File: config.mk
export PLATFORM = sky130hd
export DESIGN_NAME = mbox_seq
export DESIGN_NICKNAME = d
export VERILOG_FILES = /design/src/rtl/mbox_seq.sv
export SDC_FILE = /design/constraint.sdc
export NUM_CORES = 1
export LEC_CHECK = 0
export ABC_AREA = 1
export BUFFER_PORTS_ARGS = -buffer_cell sky130_fd_sc_hd__buf_2
export CORE_MARGIN = 2
export CORE_UTILIZATION = 45
export CTS_BUF_LIST = sky130_fd_sc_hd__clkbuf_4
export DETAILED_ROUTE_END_ITERATION = 10
export PLACE_DENSITY_LB_ADDON = 0.25
export SETUP_SLACK_MARGIN = 0.3
export SLEW_MARGIN = 10
export SYNTH_ARGS = -nofsm -noshare
export SYNTH_HDL_FRONTEND = slang
export SYNTH_SLANG_ARGS = --single-unit
File: constraint.sdc
create_clock -name clk -period 2.3 [get_ports clk]
set_input_delay 0.69 -clock clk [delete_from_list [all_inputs] [get_ports clk]]
set_output_delay 0.69 -clock clk [all_outputs]
set_load 0.01 [all_outputs]
File: src/rtl/mbox_seq.sv
module mbox_seq #(
  parameter int CYC_PER_US = 100,
  parameter int POLL_US    = 10,
  parameter int MAX_RETRY  = 200000,
  parameter int ID_W       = 8,
  parameter int DW         = 32,
  parameter int CODE_W     = 8
) (
  input  logic              clk,
  input  logic              rst_n,
  input  logic              req_valid,
  output logic              req_ready,
  input  logic [ID_W-1:0]   req_id,
  input  logic [DW-1:0]     req_arg,
  output logic              reg_req,
  output logic              reg_we,
  output logic [1:0]        reg_addr,
  output logic [DW-1:0]     reg_wdata,
  input  logic [DW-1:0]     reg_rdata,
  input  logic              reg_ack,
  output logic              done,
  output logic [CODE_W-1:0] rsp_code,
  output logic [CODE_W-1:0] rsp_pre_code,
  output logic [DW-1:0]     rsp_word,
  output logic              rsp_timeout,
  output logic              rsp_abort,
  output logic [ID_W-1:0]   rsp_id,
  output logic [DW-1:0]     rsp_arg
);
  localparam int DLY = CYC_PER_US * POLL_US;
  localparam int DCW = $clog2(DLY + 1);
  localparam int RCW = $clog2(MAX_RETRY + 1);
  localparam logic [1:0] A_MSG = 2'd0, A_ARG = 2'd1, A_RSP = 2'd2;

  typedef enum logic [3:0] {
    S_IDLE, S_PRE_RD, S_PRE_DLY, S_CLR, S_ARG, S_TRIG, S_POST_RD, S_POST_DLY, S_GET
  } state_t;

  state_t             state;
  logic [DCW-1:0]     dly;
  logic [RCW-1:0]     retry;
  logic [ID_W-1:0]    id_q;
  logic [DW-1:0]      arg_q;
  logic [CODE_W-1:0]  pre_q, code_q;
  logic               to_q;
  logic               rd_busy, last_try;

  assign req_ready = (state == S_IDLE);
  assign reg_req   = (state == S_PRE_RD) || (state == S_CLR) || (state == S_ARG) ||
                     (state == S_TRIG) || (state == S_POST_RD) || (state == S_GET);
  assign reg_we    = (state == S_CLR) || (state == S_ARG) || (state == S_TRIG);
  assign reg_addr  = (state == S_TRIG) ? A_MSG :
                     ((state == S_ARG) || (state == S_GET)) ? A_ARG : A_RSP;
  assign reg_wdata = (state == S_ARG)  ? arg_q :
                     (state == S_TRIG) ? DW'(id_q) : '0;
  assign rsp_id    = id_q;
  assign rsp_arg   = arg_q;
  assign rd_busy   = (reg_rdata == '0);
  assign last_try  = (retry == RCW'(MAX_RETRY));

  always_ff @(posedge clk or negedge rst_n) begin
    if (!rst_n) begin
      state        <= S_IDLE;
      dly          <= '0;
      retry        <= '0;
      id_q         <= '0;
      arg_q        <= '0;
      pre_q        <= '0;
      code_q       <= '0;
      to_q         <= 1'b0;
      done         <= 1'b0;
      rsp_code     <= '0;
      rsp_pre_code <= '0;
      rsp_word     <= '0;
      rsp_timeout  <= 1'b0;
      rsp_abort    <= 1'b0;
    end else begin
      done <= 1'b0;
      case (state)
        S_IDLE: if (req_valid) begin
          id_q  <= req_id;
          arg_q <= req_arg;
          retry <= '0;
          pre_q <= '0;
          state <= S_PRE_RD;
        end
        S_PRE_RD: if (reg_ack) begin
          if (!rd_busy) begin
            pre_q <= reg_rdata[CODE_W-1:0];
            state <= S_CLR;
          end else if (last_try) begin
            done         <= 1'b1;
            rsp_abort    <= 1'b1;
            rsp_timeout  <= 1'b0;
            rsp_code     <= '0;
            rsp_word     <= '0;
            rsp_pre_code <= '0;
            state        <= S_IDLE;
          end else begin
            retry <= retry + 1'b1;
            dly   <= DCW'(DLY - 1);
            state <= S_PRE_DLY;
          end
        end
        S_PRE_DLY: if (dly == '0) state <= S_PRE_RD; else dly <= dly - 1'b1;
        S_CLR:     if (reg_ack) state <= S_ARG;
        S_ARG:     if (reg_ack) state <= S_TRIG;
        S_TRIG: if (reg_ack) begin
          retry <= '0;
          state <= S_POST_RD;
        end
        S_POST_RD: if (reg_ack) begin
          if (!rd_busy) begin
            code_q <= reg_rdata[CODE_W-1:0];
            to_q   <= 1'b0;
            state  <= S_GET;
          end else if (last_try) begin
            code_q <= '0;
            to_q   <= 1'b1;
            state  <= S_GET;
          end else begin
            retry <= retry + 1'b1;
            dly   <= DCW'(DLY - 1);
            state <= S_POST_DLY;
          end
        end
        S_POST_DLY: if (dly == '0) state <= S_POST_RD; else dly <= dly - 1'b1;
        S_GET: if (reg_ack) begin
          done         <= 1'b1;
          rsp_abort    <= 1'b0;
          rsp_timeout  <= to_q;
          rsp_code     <= code_q;
          rsp_word     <= reg_rdata;
          rsp_pre_code <= pre_q;
          state        <= S_IDLE;
        end
        default: state <= S_IDLE;
      endcase
    end
  end

  assert_retry_bound_R2: assert property (@(posedge clk) disable iff (!rst_n)
    retry <= RCW'(MAX_RETRY));
  assert_gap_after_busy_R2: assert property (@(posedge clk) disable iff (!rst_n)
    (reg_req && reg_ack && !reg_we && reg_addr == A_RSP && reg_rdata == '0 && !last_try) |=> !reg_req);
  assert_abort_empty_R3: assert property (@(posedge clk) disable iff (!rst_n)
    (done && rsp_abort) |-> (rsp_code == '0 && rsp_word == '0 && !rsp_timeout));
  assert_clear_zero_R4: assert property (@(posedge clk) disable iff (!rst_n)
    (reg_req && reg_we && reg_addr == A_RSP) |-> reg_wdata == '0);
  assert_timeout_code_R6: assert property (@(posedge clk) disable iff (!rst_n)
    (done && rsp_timeout) |-> rsp_code == '0);
  assert_done_pulse_R8: assert property (@(posedge clk) disable iff (!rst_n)
    done |=> !done);
  assert_done_ready_R8: assert property (@(posedge clk) disable iff (!rst_n)
    done |-> req_ready);
  assert_ready_no_bus_R8: assert property (@(posedge clk) disable iff (!rst_n)
    req_ready |-> !reg_req);
  assert_bus_hold_R9: assert property (@(posedge clk) disable iff (!rst_n)
    (reg_req && !reg_ack) |=> (reg_req && $stable(reg_we) && $stable(reg_addr) && $stable(reg_wdata)));
endmodule

; Word-level counts from Yosys, hierarchy flattened
; Index checks and enable logic that the tools add are counted.
[classes]
addsub = 2
mul = 0
div = 0
n_lt_le_gt_ge = 0
n_eq_ne = 26
n_shift = 0
n_mux = 62
bitwise = 0
n_reduce_logical = 24
[op_table]
columns = cell, count
row1 = $mux 32, 5
row2 = $mux 18, 5
row3 = $mux 8, 10
row4 = $pmux 32 s2, 1
row5 = $pmux 18 s3, 1
row6 = $pmux 8 s2, 3
row7 = $mux 4, 11
row8 = $mux 10, 4
row9 = $pmux 4 s9, 1
row10 = $logic_not 32->1, 1
row11 = $ne 2x2->1 const B, 14
row12 = $pmux 10 s2, 1
row13 = $add 18x1->18 const B, 1
row14 = $eq 18x18->1 const B, 1
row15 = $eq 4x3->1 const B, 4
row16 = $mux 1, 13
row17 = $logic_not 10->1, 1
row18 = $reduce_and 5->1, 2
row19 = $sub 10x1->10 const B, 1
row20 = $reduce_and 9->1, 1
row21 = $eq 4x2->1 const B, 2
row22 = $logic_or 1x1->1, 8
row23 = $mux 2, 4
row24 = $ne 2x1->1 const B, 3
row25 = other kinds (11), 16
[totals]
reg_bits = 140
latch_bits = 0
ramBits = 0
romBits = 0
input_bits = 76
output_inout_bits = 128
elab_cells = 128
mem_count = 0

; Logic depth before layout (Yosys ltp)
; Gate-level depths: netlist of run 1.
[depth]
depth_word = 6
depth_mapped = 12
mapped_depth_nobuf = 12

; Worst setup path before layout of run 1
; Ideal clock, no wire load.
[synth_timing]
path_kind = reg2out
from = register state[0]
to = output port reg_req
arrival_time_ns = 1.303
t_required_ns = 1.610
slack_ns = 0.307
path_stages_with_launch = 8
path_buffers = 1
cell_sequence = dfrtp_1 > inv_2 > nor2_4 > nand2_2 > nand2_2 > inv_4 > clkbuf_1 > nand3_1
[synth_between]
elab_chain_cells = 6
word_cells_on_any_way = 11
classes_between = eq/ne (6) / reduce/logical (5)
[synth_lines]
columns = element, line
row1 = from (decl), 39  ; state_t state;
row2 = from (signal assigned), 63  ; state <= S_IDLE;
row3 = from (signal assigned), 85  ; state <= S_PRE_RD;
row4 = from (signal assigned), 90  ; state <= S_CLR;
row5 = $eq 4x1->1 or $eq 4x2->1 (tied branches), 49  ; assign reg_req = (state == S_PRE_RD) || (state == S_CLR) || (state == S_ARG) ||
row6 = $logic_or 1x1->1 (3 in series), 49
row7 = $logic_or 1x1->1, 50  ; (state == S_TRIG) || (state == S_POST_RD) || (state == S_GET);
row8 = $logic_or 1x1->1 *, 50
row9 = to (decl), 15  ; output logic reg_req,
; Every way passes the cells marked *; elsewhere a longest branch is shown, timed or not.

; Final worst setup path of run 1
[layout_timing]
from = register state[1]
to = output port reg_addr[1]
[layout_between]
elab_chain_cells = 4
word_cells_on_any_way = 6
classes_between = eq/ne (3) / mux (2) / reduce/logical (1)
[layout_lines]
columns = element, line
row1 = $eq 4x3->1 or $eq 4x4->1 (tied branches), 53  ; ((state == S_ARG) || (state == S_GET)) ? A_ARG : A_RSP;
row2 = $logic_or 1x1->1, 53
row3 = $mux 2, 53
row4 = $mux 2 *, 52  ; assign reg_addr = (state == S_TRIG) ? A_MSG :
row5 = to (decl), 17  ; output logic [1:0] reg_addr,
; Marked as above.

==> flow_summary_export.csv, run 1 <==
group,metric,value,unit
clock_tree,tritoncts_clock_tree,"built",
sta,finalSetupTns,-5.584,ns
sta,slew_headroom,67.66,%
outcome,violations_in_the_final_reports,"setup timing",
synth,syn-num-nets,932,
clock_tree,insertion_delay,0.55,ns
clock_tree,clk_root_buffer_cell,"sky130_fd_sc_hd__clkbuf_4",
place,dp_hpwl,11.71,mm
floorplan,initial_core_util,45.57,%
pwr,vdd_ir_drop_max,0.6293,mV
setup_path,worstSetupStartpointType,"register",
clock_tree,tritoncts.num_buffers,17,
sta,fin_worst_skew,0.01689,ns
synth,synthCells,852,
layout,layout-drive-gt1-share,28.55,%
job,max_cap_violations,0,
sta,unrepaired_setup_endpoints_after_global_routing,"true",
sta,worstMarginPinSlew,0.4813,ns
setup_path,crit_path_cell_trace,"nor2_4 -> buf_4 -> nand3_4 -> nand2_2 -> a21oi_4 -> buf_6 -> buf_6",
sta,final.hold.worst_slack,0.05210,ns
setup_path,worstReg2RegEnd,"retry[10]",
setup_path,slowest_delay,0.48,ns
clock_tree,clk_pin_slew,0.13,ns
synth,synth_cell_types,32,
synth,async_flop_share,100.0,%
floorplan,num_io_pins,204,
synth,synth_edf_count,0,
floorplan,rows,44,
setup_path,rr_startpoint,"state[2]",
layout,mostFrequentLayoutCell,"sky130_fd_sc_hd__nand2_1",
place,placement.io_buffers,203,
layout,area_overhead_of_the_layout_relative_to_synthesis,30.02,%
synth,synth.ff_latch_count,140,
outcome,outcome,"finished, violations left",
sta,max_freq,394.9,MHz
pwr,total_leakage_power,4.807,nW
global_routing,wire_length_of_the_first_global_routing_pass,26.80,mm
setup_path,path_common_cell,"sky130_fd_sc_hd__buf_6",
drt,initialDrtViolationCount,328,
sta,timing_max_transition_violations_final,0,
drt,drtPass1Iterations,5,
clock_tree,tritoncts_num_sinks,140,
floorplan,dieArea,15590,sq um
drt,detailroute.wirelength.met2,8.033,mm
min_path,hp-class,"input port to asynchronous set/reset pin",
layout,design.final.nets,1167,
global_routing,antenna_violations_before_repair,2,
synth,post_synth.cell_area_avg,7.714,sq um
floorplan,die_height,124.9,um
layout,layout.cells.most_common_list,"sky130_fd_sc_hd__nand2_1, sky130_fd_sc_hd__buf_2, sky130_fd_sc_hd__dfrtp_1",
drt,met3WireLength,1.139,mm
drt,vias_per_cell,4.826,
setup_path,setup.worst_path.end_class,"output pin",
place,gp_routability_congestion,0.8576,
sta,layout_worst_path_cycle_share,110.1,%
sta,finalHoldViolCount,0,
setup_path,crit_path_top_delay_cell,"sky130_fd_sc_hd__dfrtp_2",
setup_path,cp_data_required_time,1.61,ns
global_routing,grt_pass1_vias,5517,
drt,drt-wirelength-per-cell,13.31,um
sta,report.final.setup_viol,37,
floorplan,core-area,14420,sq um
setup_path,worstSetupPathType,"register to output pin",
drt,postRouteAntennaNets,0,
synth,primary_flip_flop_cell_chosen_by_synthesis_mapping,"sky130_fd_sc_hd__dfrtp_1",
clock_tree,cts-htree-levels,4,
pwr,power-per-cell-area,1192,nW/um^2
drt,postRouteWirelength,17.11,mm
drt,wirelength_met1,7.551,mm
setup_path,crit_fanout,5,
global_routing,grt_remaining_overflow,0,
setup_path,worstRegToRegCells,12,
drt,maxUsedRoutingLayer,"met4",
synth,netlist_area,6573,sq um
floorplan,fp.dieW,124.9,um
global_routing,gr-usage-all-layers,21.24,%
drt,drc,0,
synth,ys_seq_area_share,53.30,%
setup_path,setup.reg_to_reg.worst_slack,0.29,ns
sta,period_needed,2.532,ns
clock_tree,deepest_clock_path_buffer_count,2,
drt,route.vias.total,6206,
sta,final.setup.worst_slack,-0.2322,ns
synth,ys_warnings,0,
layout,fill_cells,1358,
setup_path,critPathArrivalTime,1.84,ns
global_routing,grt_start_max_net_pins,81,
## synthesized netlist by cell type, types with 4 or more instances
cell type	n	area share (%)
sky130_fd_sc_hd__ha_1	4	0.76
sky130_fd_sc_hd__a21oi_1	7	0.53
sky130_fd_sc_hd__nor2_1	88	5.0
sky130_fd_sc_hd__nand2_2	4	0.38
sky130_fd_sc_hd__nand4_1	5	0.48
sky130_fd_sc_hd__clkbuf_1	21	1.2
sky130_fd_sc_hd__nor3_1	7	0.53
sky130_fd_sc_hd__nand3_1	37	2.8
sky130_fd_sc_hd__o21ai_1	16	1.2
sky130_fd_sc_hd__inv_1	82	4.7
sky130_fd_sc_hd__nand2_1	339	19
sky130_fd_sc_hd__o22ai_1	8	0.76
sky130_fd_sc_hd__xor2_1	10	1.3
sky130_fd_sc_hd__xnor2_1	5	0.67
sky130_fd_sc_hd__inv_2	5	0.29
sky130_fd_sc_hd__dfrtp_1	140	53
sky130_fd_sc_hd__o21ai_0	56	4.3
## cell type report
class                           count  area (sq um)  area share [%]
Sequential cell                   140          3507           41.04
Multi-Input combinational cell    598          2759           32.28
Timing Repair Buffer              242          1446           16.93
Inverter                           88         335.3           3.924
Tap cell                          184         230.2           2.694
Clock buffer                       18         135.1           1.581
Clock inverter                     14         127.6           1.493
Antenna cell                        2         5.005         0.05857
## cells by family after synthesis
kind of cell,count (synthesis),share of synthesized area [%]
AND/OR/NAND/NOR,488,29.79
flip-flops,140,53.30
buffers and inverters,114,6.777
AO/OA/AOI/OAI,91,7.367
XOR/XNOR,15,1.999
adder cells (fa/ha/maj),4,0.7615
## where the power goes
part,switching (mW),leakage [nW],internal [mW]
Clock,0.884,0.142,0.638
Sequential,0.512,1.83,3.30
Combinational,2.96,2.84,1.90
## worst max path at each step
stage / from / endpoint / slack [ns]
2_1_floorplan: state[0] / reg_req / 0.31
3_3_place_gp: reg_rdata[22] / dly[3] / 0.14
3_5_place_dp: reg_rdata[22] / dly[1] / 0.11
4_1_cts: state[2] / reg_wdata[3] / -0.26
5_1_grt: state[2] / reg_wdata[7] / -0.34
6_report: state[1] / reg_addr[1] / -0.23
## metal layers
| layer | global-route usage, % | up-vias |
|---|---|---|
| met5 | 0 | - |
| met4 | 7.059 | 0 |
| li1 | - | 3114 |
| met3 | 6.443 | 28 |
| met2 | 33.56 | 210 |
| met1 | 28.10 | 2854 |
## worst max-delay path: cells and delay by family, from the launching register on
family / cells / cell delay, ns
and+or+nand+nor: 3 / 0.40
AOI/OAI and AO/OA: 1 / 0.05
buffers and inverters: 3 / 0.37
DFF: 1 / 0.48
## sequential cells by signal, summed over array words and instances, names as in the netlist
name / flops
code_q: 8
rsp_word: 32
to_q: 1
rsp_id: 8
state: 4
rsp_code: 8
rsp_arg: 32
rsp_timeout: 1
rsp_abort: 1
done: 1
pre_q: 8
dly: 10
rsp_pre_code: 8
retry: 18
## repair_timing
item | 4_1_cts | 5_1_grt
setup endpoints to repair | 37 | 37
gates resized for setup | 24 | 19
setup buffers | 11 | 12
hold endpoints to repair | 0 | 0
pin swaps | 1 | 10
gates cloned | 0 | 0
hold buffers | 0 | 0
## through the flow
| stage | power, mW | instances | utilization (%) | area [sq um] | setup slack (ns) |
|---|---|---|---|---|---|
| CTS | 9.934 | 1272 | 58.02 | 8369 | -0.2603 |
| finish | 10.19 | 1286 | 59.25 | 8546 | -0.2322 |
| global placement | 8.077 | 1229 | 55.07 | 7943 | 0.1366 |
| global route | 10.96 | 1286 | 59.25 | 8546 | -0.3444 |
| detailed placement | 8.158 | 1229 | 55.07 | 7943 | 0.1080 |
| floorplan | 6.438 | 852 | - | 6573 | 0.3075 |
No activity file was read; power rests on OpenSTA's default activity.
==> inputs of run 2 (changes only) <==
--- a/config.mk
+++ b/config.mk
@@ -13,6 +13,7 @@
 export DETAILED_ROUTE_END_ITERATION = 10
 export PLACE_DENSITY_LB_ADDON = 0.25
 export SETUP_SLACK_MARGIN = 0.3
+export SKIP_CTS_REPAIR_TIMING = 1
 export SLEW_MARGIN = 10
 export SYNTH_ARGS = -nofsm -noshare
 export SYNTH_HDL_FRONTEND = slang
==> constraint.sdc (replaced) <==
create_clock -name clk -period 2.2 [get_ports clk]
set_input_delay 0.66 -clock clk [delete_from_list [all_inputs] [get_ports clk]]
set_output_delay 0.66 -clock clk [all_outputs]
set_load 0.01 [all_outputs]
==> run 2 against run 1 <==
Highest routed layer unchanged. The flow still finishes with violations (setup timing). Flip-flop and latch count did not move. Register-to-register slack improved by 0.02 ns. Largest cell class unchanged. Critical endpoint is now reg_wdata[2]. Die area did not move. Clock power rose by 20%.
==> flow_summary_export.csv, run 2 (synthesis results as in run 1) <==
group,metric,value,unit
drt,drc,0,
outcome,violations_in_the_final_reports,"setup timing",
clock_tree,insertion_delay,0.55,ns
sta,timing_max_transition_violations_final,0,
pwr,total_leakage_power,4.778,nW
global_routing,antenna_violations_before_repair,1,
pwr,vdd_ir_drop_max,0.6454,mV
pwr,design_power_total,10.80,mW
drt,vias_per_cell,4.830,
place,gp_routability_congestion,0.8538,
floorplan,die_height,124.9,um
setup_path,cp_data_required_time,1.54,ns
sta,finalHoldViolCount,0,
sta,final.setup.worst_slack,-0.3142,ns
setup_path,worstSetupPathType,"register to output pin",
setup_path,crit_path_top_delay_cell,"sky130_fd_sc_hd__dfrtp_2",
setup_path,worstSetupStartpointType,"register",
outcome,outcome,"finished, violations left",
clock_tree,tritoncts_num_sinks,140,
sta,slew_headroom,70.95,%
layout,mostFrequentLayoutCell,"sky130_fd_sc_hd__nand2_1",
sta,layout_worst_path_cycle_share,114.3,%
drt,postRouteAntennaNets,0,
clock_tree,tritoncts.num_buffers,17,
place,placement.io_buffers,203,
sta,report.final.setup_viol,37,
pwr,power-per-cell-area,1262,nW/um^2
global_routing,grt_start_max_net_pins,81,
drt,postRouteWirelength,17.43,mm
sta,max_freq,397.7,MHz
floorplan,initial_core_util,45.57,%
floorplan,fp.dieW,124.9,um
setup_path,slowest_delay,0.48,ns
min_path,hp-class,"input port to register",
clock_tree,tritoncts_clock_tree,"built",
clock_tree,clk_pin_slew,0.12,ns
floorplan,num_io_pins,204,
layout,layout-drive-gt1-share,27.88,%
setup_path,setup.worst_path.end_class,"output pin",
global_routing,gr-usage-all-layers,21.93,%
clock_tree,cts-htree-levels,4,
drt,route.vias.total,6177,
setup_path,crit_fanout,17,
sta,period_needed,2.514,ns
clock_tree,deepest_clock_path_buffer_count,2,
layout,layout.cells.most_common_list,"sky130_fd_sc_hd__nand2_1, sky130_fd_sc_hd__buf_2, sky130_fd_sc_hd__dfrtp_1",
floorplan,dieArea,15590,sq um
layout,area_overhead_of_the_layout_relative_to_synthesis,30.17,%
place,dp_hpwl,12.10,mm
clock_tree,clk_root_buffer_cell,"sky130_fd_sc_hd__clkbuf_4",
global_routing,grt_pass1_vias,5557,
global_routing,wire_length_of_the_first_global_routing_pass,27.38,mm
global_routing,grt_remaining_overflow,0,
sta,unrepaired_setup_endpoints_after_global_routing,"true",
setup_path,crit_path_cell_trace,"nor2_4 -> nand2_4 -> buf_12 -> o22ai_4 -> buf_6",
drt,drt-wirelength-per-cell,13.62,um
sta,fin_worst_skew,0.01394,ns
sta,worstMarginPinSlew,0.4358,ns
layout,finalCoreUtilization,59.32,%
floorplan,core-area,14420,sq um
drt,drtPass1Iterations,6,
setup_path,critPathArrivalTime,1.85,ns
job,max_cap_violations,0,
sta,finalSetupTns,-8.965,ns
drt,initialDrtViolationCount,313,
floorplan,rows,44,
layout,design.final.nets,1161,
==> run 2: per-layer routing <==
layer	part of all wire [%]	track usage [%]	up-vias	wire, um
met3	6.7	6.486	25	1175
met4	1.8	6.732	0	322
li1	-	-	3106	-
met5	0	0	-	0
met2	46	34.10	240	7988
met1	46	29.83	2806	7939
==> run 2: path summary, 6_finish.rpt <==
check	endpoint	slack (ns)	startpoint	depth (start not counted)
worst min register to register	rsp_word[15]	0.47	rsp_word[15]	2
min in group asynchronous	rsp_code[1]	0.58	rst_n	2
worst min-delay path	rsp_arg[26]	0.31	req_arg[26]	3
worst max-delay path	reg_wdata[2]	-0.31	state[3]	5
max in group asynchronous	state[2]	1.01	rst_n	3
worst max register to register	retry[5]	0.31	state[3]	9
==> run 2: metrics by stage <==
step	instances	cell area, sq um	hold WS (ns)	setup WS (ns)
after detailed placement	1233	7974	0.4532	-0.08405
final	1279	8556	0.3062	-0.3142
after CTS	1265	8284	-0.01132	-0.5580
after global placement	1233	7974	0.4481	-0.02154
after global routing	1279	8556	0.2661	-0.3970
after floorplan	852	6594	0.3644	0.2980
==> run 2: layout make-up <==
cell class,instances,area [sq um]
Timing Repair Buffer,234,1398
Multi-Input combinational cell,600,2773
Clock inverter,14,175.2
Sequential cell,140,3510
Inverter,88,332.8
Tap cell,184,230.2
Fill cell,1368,5868
Antenna cell,1,2.502
Clock buffer,18,135.1
==> run 2: critical path, delay by kind of cell, from the launching register on <==
family / cells / cell delay [ns]
AND/OR/NAND/NOR: 2 / 0.32
buffers and inverters: 2 / 0.31
flip-flops: 1 / 0.48
AO/OA/AOI/OAI: 1 / 0.18
==> run 2: power by group <==
group	internal (mW)	switching [mW]	total (mW)	leakage, nW
Combinational	1.86	3.09	4.95	2.80
Clock	0.895	0.926	1.82	0.156
Sequential	3.45	0.577	4.03	1.82
Total	6.21	4.59	10.8	4.78
